--- config.mk ---
export PLATFORM = sky130hd
export DESIGN_NAME = cfg_responder
export DESIGN_NICKNAME = d
export VERILOG_FILES = /design/src/rtl/cfg_responder.sv
export SDC_FILE = /design/constraint.sdc
export NUM_CORES = 1
export LEC_CHECK = 0
export ABC_AREA = 1
export BUFFER_PORTS_ARGS = -buffer_cell sky130_fd_sc_hd__buf_2
export CAP_MARGIN = 20
export CORE_AREA = 3 3 126 128
export CTS_CLUSTER_DIAMETER = 100
export DETAILED_ROUTE_END_ITERATION = 16
export DIE_AREA = 0 0 129 131
export SYNTH_ARGS = -nofsm -noshare
export SYNTH_HDL_FRONTEND = slang
export SYNTH_SLANG_ARGS = --single-unit
--- constraint.sdc ---
create_clock -name clk -period 1.7 [get_ports clk]
set_input_delay 0.34 -clock clk [delete_from_list [all_inputs] [get_ports clk]]
set_output_delay 0.34 -clock clk [all_outputs]
set_load 0.1 [all_outputs]
--- src/rtl/cfg_responder.sv ---
module cfg_responder #(
  parameter int ADDR_W  = 12,
  parameter int WORD_W  = 16,
  parameter int N_WORDS = 4,
  localparam int DATA_W = WORD_W * N_WORDS
) (
  input  logic              clk,
  input  logic              rst_n,
  input  logic              req_valid,
  input  logic [ADDR_W-1:0] req_addr,
  input  logic [2:0]        req_cmd,
  input  logic [DATA_W-1:0] req_data,
  input  logic              req_crc_ok,
  output logic [ADDR_W-1:0] dict_addr,
  output logic              dict_rd_en,
  output logic              dict_wr_en,
  output logic [DATA_W-1:0] dict_wdata,
  input  logic [DATA_W-1:0] dict_rdata,
  input  logic              dict_found,
  input  logic [7:0]        dict_size,
  input  logic [5:0]        dict_type,
  input  logic [1:0]        dict_cyc,
  input  logic [2:0]        dict_acc,
  output logic              rsp_valid,
  output logic [ADDR_W-1:0] rsp_addr,
  output logic [2:0]        rsp_cmd,
  output logic [DATA_W-1:0] rsp_data
);
  localparam logic [2:0] C_INFO = 3'b000, C_READ = 3'b001, C_WRITE = 3'b010, C_IDLE = 3'b111;
  localparam logic [2:0] R_ACK = 3'b011, R_ERD = 3'b101, R_EWR = 3'b110;
  localparam logic [31:0] E_UNSUP = 32'h0601_0000, E_NOREG = 32'h0602_0000,
                          E_GEN = 32'h0800_0000, E_CRC = 32'h0801_0040, E_BADCMD = 32'h0801_0030;

  logic known, exists, acc_ok, can_rd, can_wr, go, err;
  logic [31:0] code;
  logic [2:0] nxt_cmd;
  logic [ADDR_W-1:0] nxt_addr;
  logic [DATA_W-1:0] nxt_data;

  assign known  = req_cmd inside {C_INFO, C_READ, C_WRITE, C_IDLE};
  assign exists = dict_found && !req_addr[ADDR_W-1];
  assign acc_ok = dict_acc inside {3'd3, 3'd5, 3'd7};
  assign can_rd = dict_acc[1];
  assign can_wr = dict_acc[2];
  assign go     = req_valid && req_crc_ok && exists && acc_ok;

  assign dict_addr  = req_addr;
  assign dict_wdata = req_data;
  assign dict_rd_en = go && req_cmd == C_READ && can_rd;
  assign dict_wr_en = go && req_cmd == C_WRITE && can_wr;

  always_comb begin
    err      = 1'b0;
    code     = '0;
    nxt_cmd  = R_ACK;
    nxt_addr = req_addr;
    nxt_data = '0;
    if (!req_crc_ok) begin
      err  = 1'b1;
      code = E_CRC;
    end else if (!known) begin
      err  = 1'b1;
      code = E_BADCMD;
    end else if (req_cmd == C_IDLE) begin
      nxt_cmd  = C_IDLE;
      nxt_addr = '0;
    end else if (!exists) begin
      err  = 1'b1;
      code = E_NOREG;
    end else if (req_cmd == C_INFO) begin
      nxt_data = DATA_W'({dict_acc, dict_cyc, dict_type, dict_size});
    end else if (!acc_ok) begin
      err  = 1'b1;
      code = E_GEN;
    end else if (req_cmd == C_READ) begin
      if (can_rd) nxt_data = dict_rdata;
      else begin
        err  = 1'b1;
        code = E_UNSUP;
      end
    end else if (!can_wr) begin
      err  = 1'b1;
      code = E_UNSUP;
    end
    if (err) begin
      nxt_cmd  = (req_cmd == C_WRITE) ? R_EWR : R_ERD;
      nxt_data = DATA_W'(code);
    end
  end

  always_ff @(posedge clk) begin
    if (!rst_n) begin
      rsp_valid <= 1'b0;
      rsp_addr  <= '0;
      rsp_cmd   <= '0;
      rsp_data  <= '0;
    end else begin
      rsp_valid <= req_valid;
      if (req_valid) begin
        rsp_addr <= nxt_addr;
        rsp_cmd  <= nxt_cmd;
        rsp_data <= nxt_data;
      end
    end
  end
endmodule

=== Yosys cells after proc, flatten, opt, wreduce, memory -nomap -nowiden ===
Index checks and enable logic that the tools add are counted.

* Equality and inequality tests: 6
* Add/sub/neg operators: 0
* Order comparisons: 0
* Shifts and indexed selects: 0
* Multiplexer cells: 35
* Divide/modulo/power cells: 0
* Bitwise gates (word level): 0
* Reduce and logical (&&, ||, !) cells: 12
* $mul: 0

{| class="wikitable"
|+ Operator list
! operator !! count
|-
| 64-bit 2-to-1 mux || 9
|-
| 32-bit 2-to-1 mux || 7
|-
| 27-bit 2-to-1 mux || 2
|-
| 12-bit 2-to-1 mux || 3
|-
| 3-bit 2-to-1 mux || 4
|-
| 3-bit == test (second input constant) || 3
|-
| 1-bit 2-to-1 mux || 9
|-
| 1-bit logical AND || 8
|-
| 3-bit by 2-bit == test with 1-bit output (second input constant) || 2
|-
| 4-bit nonzero test || 1
|-
| 3-bit by 1-bit == test with 1-bit output (second input constant) || 1
|-
| 3-bit logical NOT || 1
|-
| 3-bit nonzero test || 1
|-
| 2-bit 2-to-1 mux || 1
|-
| 1-bit logical NOT || 1
|}

* Output and inout bits: 158
* Bits in writable memories: 0
* Latch bits: 0
* Register bits: 80
* ROM bits: 0
* Memories kept: 0

=== Logic depth before layout (Yosys ltp) ===
Gate-level depths: netlist (run 1).

* Word-level depth: 9
* Mapped depth: 9
* Depth with buffers taken out: 9

=== Least setup slack after synthesis (run 1) ===
No wires, ideal clock.

* Path kind: input to output
* Start: in dict_found
* End: out dict_wr_en
* Arrival time: 2789 ps
* Data required time: 1360 ps
* Setup slack: -1429 ps
* Stages on the path: 4
* Path buffers: 0
* Path through: inv_1 nor2_1 nand3_4 nor3_1

* Word-level cells in the longest chain between the ends: 5

{| class="wikitable"
|+ RTL lines
! item !! RTL line !! RTL
|-
| start: declaration || 19 || <nowiki>input logic dict_found,</nowiki>
|-
| 1-bit logical AND || 41 || <nowiki>assign exists = dict_found && !req_addr[ADDR_W-1];</nowiki>
|-
| 1-bit logical AND (2 in a row) || 45 || <nowiki>assign go = req_valid && req_crc_ok && exists && acc_ok;</nowiki>
|-
| 1-bit logical AND (2 in a row) || 50 || <nowiki>assign dict_wr_en = go && req_cmd == C_WRITE && can_wr;</nowiki>
|-
| end: declaration || 16 || <nowiki>output logic dict_wr_en,</nowiki>
|}

Every way passes these cells.

=== Worst setup path after layout (run 1) ===
* Start: in req_cmd[2]
* End: out dict_rd_en

* Word-level cells in the longest chain between the ends: 3

{| class="wikitable"
|+ RTL lines
! item !! RTL line !! RTL
|-
| start: declaration || 11 || <nowiki>input logic [2:0] req_cmd,</nowiki>
|-
| 3-bit by 1-bit == test with 1-bit output || 49 || <nowiki>assign dict_rd_en = go && req_cmd == C_READ && can_rd;</nowiki>
|-
| 1-bit logical AND (2 in a row) || 49 ||
|-
| end: declaration || 15 || <nowiki>output logic dict_rd_en,</nowiki>
|}

Every way passes these cells.

==> results of run 1 <==
-- synthesized netlist by cell type --
| master | instances |
|---|---|
| a31oi_1 | 1 |
| nor3_1 | 3 |
| buf_2 | 5 |
| nor2_2 | 1 |
| a21oi_2 | 23 |
| nor2_4 | 2 |
| nand4_1 | 2 |
| inv_1 | 21 |
| nor2_1 | 15 |
| dfxtp_1 | 80 |
| nor2_8 | 2 |
| a21oi_1 | 64 |
| inv_2 | 3 |
| a211oi_1 | 1 |
| nand2_2 | 25 |
| o21ai_0 | 11 |
| nand2_1 | 162 |
| buf_8 | 2 |
| clkbuf_1 | 16 |
| buf_4 | 78 |
| buf_12 | 3 |
| nand3_4 | 2 |
| clkbuf_4 | 1 |
| nand3_1 | 31 |
| buf_1 | 1 |
-- stage by stage --
| stage | std cells | setup slack, ns | power [uW] | setup TNS (ns) | hold slack [ns] |
|---|---|---|---|---|---|
| detailed placement | 851 | -0.00430 | 2820 | -0.00430 | 0.452 |
| CTS | 866 | 0.0752 | 4780 | 0 | 0.231 |
| finish | 866 | 0.0902 | 4680 | 0 | 0.251 |
| global route | 866 | 0.0336 | 4890 | 0 | 0.230 |
| floorplan | 555 | -0.154 | 3280 | -0.154 | 0.476 |
| global placement | 851 | -0.0230 | 2820 | -0.0269 | 0.450 |
-- cells by family (layout without fill, tap and decap cells) --
group                  Yosys count  in the layout  synth area share, %
buffers and inverters          130            253                 20.7
DFF                             80             80                 38.5
AOI/OAI and AO/OA              100            100                 14.2
and+or+nand+nor                245            245                 26.6
-- worst register-to-register path, delay by kind of cell, from the launching register on --
kind	cells	cell delay [ns]
buffers and inverters	1	0.05
DFF	1	0.32
and+or+nand+nor	3	0.17
-- state kept, by name (all words and copies together) (netlist names) --
register	cells
rsp_addr	12
rsp_cmd	3
rsp_data	64
rsp_valid	1
-- power breakdown --
part	switching [uW]	internal [uW]	total, uW
registers	16.9	1910	1930
logic	650	195	845
clock network	734	1170	1900
-- final cells by class --
cell class                 count  area (um2)
timing repair buffer         214        1170
inverter                      24        90.1
sequential                    80        1600
clock buffer                  12         246
multi-input combinational    345        1710
fill                        1648        9880
tap                          188         235
clock inverter                 3        42.5
-- what timing repair did --
| action | CTS | global route |
|---|---|---|
| resized for setup | 1 | 0 |
| endpoints found under the hold margin | 0 | 0 |
| endpoints found under the setup margin | 1 | 0 |
-- worst max-delay path by stage --
stage	from	endpoint	slack, ns	cells past startpoint
global placement	req_addr[11]	dict_rd_en	-0.02	5
detailed placement	req_addr[11]	dict_rd_en	-0.004	5
global route	req_cmd[0]	dict_wr_en	0.03	5
floorplan	dict_found	dict_wr_en	-0.15	4
CTS	req_cmd[2]	dict_rd_en	0.08	5
finish	req_cmd[2]	dict_rd_en	0.09	5
-- metal layers --
layer  track usage (%)  wire (um)
met1              16.3       5110
met2              20.4       5540
met3              4.76        884
met4              5.06        238
met5                 0          0
==> qor.csv, run 1 <==
stage,metric,value,unit
grt,vias in the first global route,3321,
logic_synthesis,synthesized cell area,4160,um2
worst_setup_path,Worst EP arrival,1.27,ns
place,global placer's final weighted congestion,0.861,
power_and_ir_drop,leakage,0.00236,uW
floorplanning,die area,16900,um2
sta,Final Skew,0,ns
hold_path,Hold Path Stages,3,
cts,CTS tree,done,
logic_synthesis,Synth area leader,dfxtp_1,
hold_path,HP Class,in -> reg,
logic_synthesis,syn nets,722,
grt,All-Layer GR Usage,13.0,%
power_and_ir_drop,pwr dens,917,nW/um2
place,area post-placement,4810,um2
cts,CTS sink cnt,80,
drt,# DRC,0,
logic_synthesis,register area share after synthesis,38.5,%
worst_setup_path,Worst setup EP type,output pin,
cells_and_area,most frequent cells in the layout,"buf_2 (194), nand2_1 (162), dfxtp_1 (80), a21oi_1 (64), nand3_1 (31)",
worst_setup_path,FF-to-FF path depth,4,
worst_setup_path,Buf/Inv on CP,2,
worst_setup_path,R2R Setup Slk,1.04,ns
drt,via total after detailed routing,3833,
cts,Root Driver,clkbuf_16,
cts,clock transition at the registers of the reported paths,0.06,ns
cells_and_area,post-layout util,34.0,%
grt,largest net degree at the start of global routing,71,
drt,ANT nets after route,0,
hold_path,Hold Path Sink,rsp_data[62],
sta,final worst path period need,1.61,ns
drt,initial DRC count,190,
logic_synthesis,Syn Inst Count,555,
sta,Tcrit/Tclk final,94.7,%
power_and_ir_drop,maximum VDD drop,0.445,mV
cts,CTS H-tree lvls,3,
floorplanning,std cell rows,45,
sta,final setup fails,0,
worst_setup_path,Setup Crit Path Kind,in -> out,
place,post-DP HPWL,8760,um
logic_synthesis,syn_area_per_cell,7.50,um2
cts,Num CTS Buffers,9,
place,IO Port Bufs,196,
worst_setup_path,CP peak stage delay,0.26,ns
worst_setup_path,FF-to-FF Start,rsp_data[18],
sta,Slew Limit Fails,0,
logic_synthesis,Yosys warning count,0,
cells_and_area,nets@finish,841,
floorplanning,total core area,15000,um2
logic_synthesis,top post-synthesis cells by area,"dfxtp_1 (38%), nand2_1 (15%), buf_4 (14%)",
floorplanning,Die Height,131,um
sta,RSZ-0062 raised after global routing,no,
drt,WL/cell,13.6,um
cts,post-CTS setup buffers,0,
floorplanning,Die Wd,129,um
worst_setup_path,CP cell instances,"buf_2, nor2_4, nand3_4, nor2_8, buf_12",
worst_setup_path,"Max FO, Critical Path",6,
floorplanning,initial core utilization,27.8,%
cts,# hold bufs at CTS,0,
cts,CTS Buffer Depth,2,
run,max-cap check violation count,0,
cells_and_area,layout cells sized above 1,42.3,%
logic_synthesis,Synth cell types,25,
worst_setup_path,Worst path top cell family by delay,simple AND/OR/NAND/NOR gates,
grt,initial antenna violation count,0,
sta,Fmax,0.621,GHz
floorplanning,io pins,325,
cts,Worst-Skew Late Latency,0.33,ns
cells_and_area,"most common cell after layout, fill and taps aside",buf_2,
drt,drt pass-1 iters,4,
cells_and_area,area grow syn2layout,22.5,%
status,status,"complete, no violations",
grt,grt ovf,0,
sta,Max-slew headroom,63.8,%
drt,via/cell ratio,4.43,
sta,worst slew pin tran,0.546,ns
worst_setup_path,RR Endpoint,rsp_data[18],
logic_synthesis,Synth top area share,38.5,%
worst_setup_path,nature of the critical path startpoint,input pin,
worst_setup_path,Critical Path RT,1.36,ns
grt,global-route wire length before repair,17200,um
cells_and_area,final instance area,5100,um2
drt,Total Wirelength,11800,um
sta,Final Hold Viols,0,
worst_setup_path,CP max stage cell,nor2_8,
cells_and_area,ANT cells,0,
logic_synthesis,register bit count reported by yosys,80,
hold_path,Hold Path Origin,dict_rdata[62],
(Power assumes the default switching activity.)
==> run 2: changes to the inputs <==
Settings changed: ABC_AREA 1 to 0, CORE_AREA 3 3 126 128 to 2 2 125 127, DIE_AREA 0 0 129 131 to 0 0 127 129.
==> run 2 against run 1 <==
Total power fell by 0.36%. Critical endpoint is now dict_wr_en. Synthesized cell count fell by 25%. Die area fell by 3.1%. Global-route usage rose by 0.26 points. First-iteration DRC count fell by 37%. Cell count fell by 13%. Largest power group unchanged. Clock power barely moved. Critical path depth fell by 1. Final area fell by 2.1%.
==> qor.csv, run 2 <==
stage,metric,value,unit,change
logic_synthesis,register bit count reported by yosys,80,,unchanged
worst_setup_path,CP peak stage delay,0.41,ns,was 0.26 ns
cells_and_area,Largest Register,rsp_data,,unchanged
floorplanning,std cell rows,45,,unchanged
status,status,"complete, no violations",,unchanged
place,dpl ws,-0.0726,ns,was -0.00430 ns
drt,drt pass-1 iters,4,,unchanged
worst_setup_path,Worst EP arrival,1.35,ns,was 1.27 ns
sta,Final Hold Viols,0,,unchanged
grt,global-route wire length before repair,17000,um,"was 17,200 um"
sta,worst slew pin tran,0.515,ns,was 0.546 ns
sta,final worst path period need,1.69,ns,was 1.61 ns
cts,CTS sink cnt,80,,unchanged
power_and_ir_drop,leakage,0.00233,uW,was 0.00236 uW
logic_synthesis,leading cell type by number of instances after synthesis,dfxtp_1,,was nand2_1
sta,Hold WS,0.231,ns,was 0.251 ns
floorplanning,io pins,325,,unchanged
floorplanning,Die Wd,127,um,was 129 um
cts,clock transition at the registers of the reported paths,0.06,ns,about the same
sta,Tcrit/Tclk final,99.6,%,was 94.7%
floorplanning,total core area,15000,um2,unchanged
cells_and_area,nets@finish,731,,was 841
logic_synthesis,Most used DFF post-synth,dfxtp_1,,unchanged
place,post-DP HPWL,8480,um,was 8760 um
sta,Fmax,0.591,GHz,was 0.621 GHz
cells_and_area,area grow syn2layout,35.1,%,was 22.5%
cts,CTS H-tree lvls,3,,unchanged
sta,Final Skew,0,ns,unchanged
power_and_ir_drop,pwr dens,933,nW/um2,was 917 nW/um2
logic_synthesis,syn nets,585,,was 722
cells_and_area,largest registers,"rsp_data: 64 flops, rsp_addr: 12 flops, rsp_cmd: 3 flops",,unchanged
logic_synthesis,Synth top area share,43.3,%,was 38.5%
worst_setup_path,Worst setup EP type,output pin,,unchanged
sta,final setup fails,0,,unchanged
logic_synthesis,Async SR Flop Fraction,0,%,unchanged
worst_setup_path,CP cell instances,"buf_8, or3b_4, nor4_4, buf_12",,"was buf_2, nor2_4, nand3_4, nor2_8, buf_12"
cts,CTS Buffer Depth,2,,unchanged
drt,# DRC,0,,unchanged
logic_synthesis,synthesized cell area,3700,um2,was 4160 um2
floorplanning,Die Height,129,um,was 131 um
worst_setup_path,Critical Path RT,1.36,ns,about the same
logic_synthesis,Synth cell types,45,,was 25
cts,Root Driver,clkbuf_16,,unchanged
worst_setup_path,nature of the critical path startpoint,input pin,,unchanged
cells_and_area,max reg flops,64,,unchanged
run,max-cap check violation count,0,,unchanged
logic_synthesis,register area share after synthesis,43.3,%,was 38.5%
drt,via/cell ratio,4.51,,was 4.43
drt,initial DRC count,119,,was 190
sta,Slew Limit Fails,0,,unchanged
grt,grt ovf,0,,unchanged
worst_setup_path,CP max stage cell,or3b_4,,was nor2_8
sta,Max-slew headroom,65.9,%,was 63.8%
floorplanning,die area,16400,um2,"was 16,900 um2"
logic_synthesis,syn_area_per_cell,8.84,um2,was 7.50 um2
cts,CTS tree,done,,unchanged
power_and_ir_drop,maximum VDD drop,0.471,mV,was 0.445 mV
sta,final worst slack,0.00667,ns,was 0.0902 ns
hold_path,HP Class,in -> reg,,unchanged
grt,All-Layer GR Usage,13.3,%,was 13.0%
floorplanning,initial core utilization,24.7,%,was 27.8%
cells_and_area,post-layout util,33.3,%,was 34.0%
worst_setup_path,Buf/Inv on CP,2,,unchanged
place,global placer's final weighted congestion,0.822,,was 0.861
cts,Num CTS Buffers,9,,unchanged
cts,Worst-Skew Late Latency,0.33,ns,about the same
cells_and_area,final instance area,4990,um2,was 5100 um2
grt,largest net degree at the start of global routing,53,,was 71
logic_synthesis,Yosys warning count,0,,unchanged
drt,via total after detailed routing,3412,,"was 3,833"
grt,vias in the first global route,3359,,"was 3,321"
sta,RSZ-0062 raised after global routing,yes,,was no
drt,Total Wirelength,11100,um,"was 11,800 um"
logic_synthesis,Synth area leader,dfxtp_1,,unchanged
logic_synthesis,Post-synth EDFFs,0,,unchanged
cells_and_area,layout cells sized above 1,47.1,%,was 42.3%
place,area post-placement,4620,um2,was 4810 um2
logic_synthesis,Syn Inst Count,418,,was 555
drt,WL/cell,14.6,um,was 13.6 um
drt,ANT nets after route,0,,unchanged
logic_synthesis,Post-synth top cells,"dfxtp_1 (80), buf_4 (77), a22oi_1 (68)",,"was nand2_1 (162), dfxtp_1 (80), buf_4 (78)"
logic_synthesis,top post-synthesis cells by area,"dfxtp_1 (43%), buf_4 (16%), a22oi_1 (14%)",,"was dfxtp_1 (38%), nand2_1 (15%), buf_4 (14%)"
cts,# hold bufs at CTS,0,,unchanged
worst_setup_path,"Max FO, Critical Path",4,,was 6
worst_setup_path,Worst path top cell family by delay,simple AND/OR/NAND/NOR gates,,unchanged
worst_setup_path,Setup Crit Path Kind,in -> out,,unchanged
cells_and_area,"most common cell after layout, fill and taps aside",buf_2,,unchanged
grt,initial antenna violation count,0,,unchanged
cells_and_area,most frequent cells in the layout,"buf_2 (189), dfxtp_1 (80), a22oi_1 (68), nor2_1 (62), buf_4 (38)",,"was buf_2 (194), nand2_1 (162), dfxtp_1 (80), a21oi_1 (64), nand3_1 (31)"
place,IO Port Bufs,196,,unchanged
cells_and_area,ANT cells,0,,unchanged
-- run 2: cell types whose count changed in the layout (fill, tap and decap cells not counted), moves of 23 or more --
cell and delta:
nand2_1 -142, a21oi_2 -23, nand2_2 -25, a22oi_1 +68
nor2_1 +48, nand3_1 -28, a21oi_1 -62
-- run 2: area by class of cell --
cell class                      count  area [um2]
Clock inverter                      7        62.6
Timing Repair Buffer              239        1450
Inverter                            3        11.3
Tap cell                          188         235
Multi-Input combinational cell    231        1410
Fill cell                        1608        9980
Clock buffer                        9         225
Sequential cell                    80        1600
-- run 2: routing by layer --
layer  vias to the layer above  global-route usage, %  routed length, um
li1                       1693                      -                  -
met1                      1553                   16.0               4740
met2                       133                   21.8               5350
met3                        33                   4.53                751
met4                         0                   5.49                215
met5                         -                      0                  0
-- run 2: worst paths after layout --
path	from	to	slack [ns]	cells after the start
max	req_cmd[0]	dict_wr_en	0.007	4
min	dict_rdata[56]	rsp_data[56]	0.23	3
min reg2reg	rsp_data[9]	rsp_data[9]	0.44	2
max reg2reg	rsp_data[27]	rsp_data[27]	0.84	3
-- run 2: power by group --
group	leakage (uW)	internal (uW)	switching (uW)
sequential	0.000649	1910	16.3
combinational	0.00154	253	599
clock	0.000145	1120	758
-- run 2: timing repair --
action                                  4_1_cts  5_1_grt
pin swaps                                     4        3
setup buffers                                 6        1
endpoints found under the setup margin        2        2
gates resized for setup                      11        0
-- run 2: cells by family after synthesis --
group	after synthesis	synth area share (%)
buffers and inverters	107	19.1
AOI/OAI and AO/OA	114	22.3
DFF	80	43.3
xor gates and xnor gates	1	0.237
and+or+nand+nor	116	15.0
-- run 2: worst reg2reg max path, stage by stage, from the launching register on --
cell      delay (ns)
dfxtp_1         0.31
nor2b_1         0.18
a21oi_1         0.06
a211oi_1        0.23
-- run 2: through the flow --
| stage | total power [uW] | std cells | setup TNS, ns |
|---|---|---|---|
| 5_1_grt | 4870 | 757 | -0.0305 |
| 6_report | 4660 | 757 | 0 |
| 4_1_cts | 4730 | 757 | -0.0637 |
| 3_3_place_gp | 2810 | 735 | -0.626 |
| 3_5_place_dp | 2810 | 735 | -1.05 |
| 2_1_floorplan | 3250 | 418 | -0.577 |
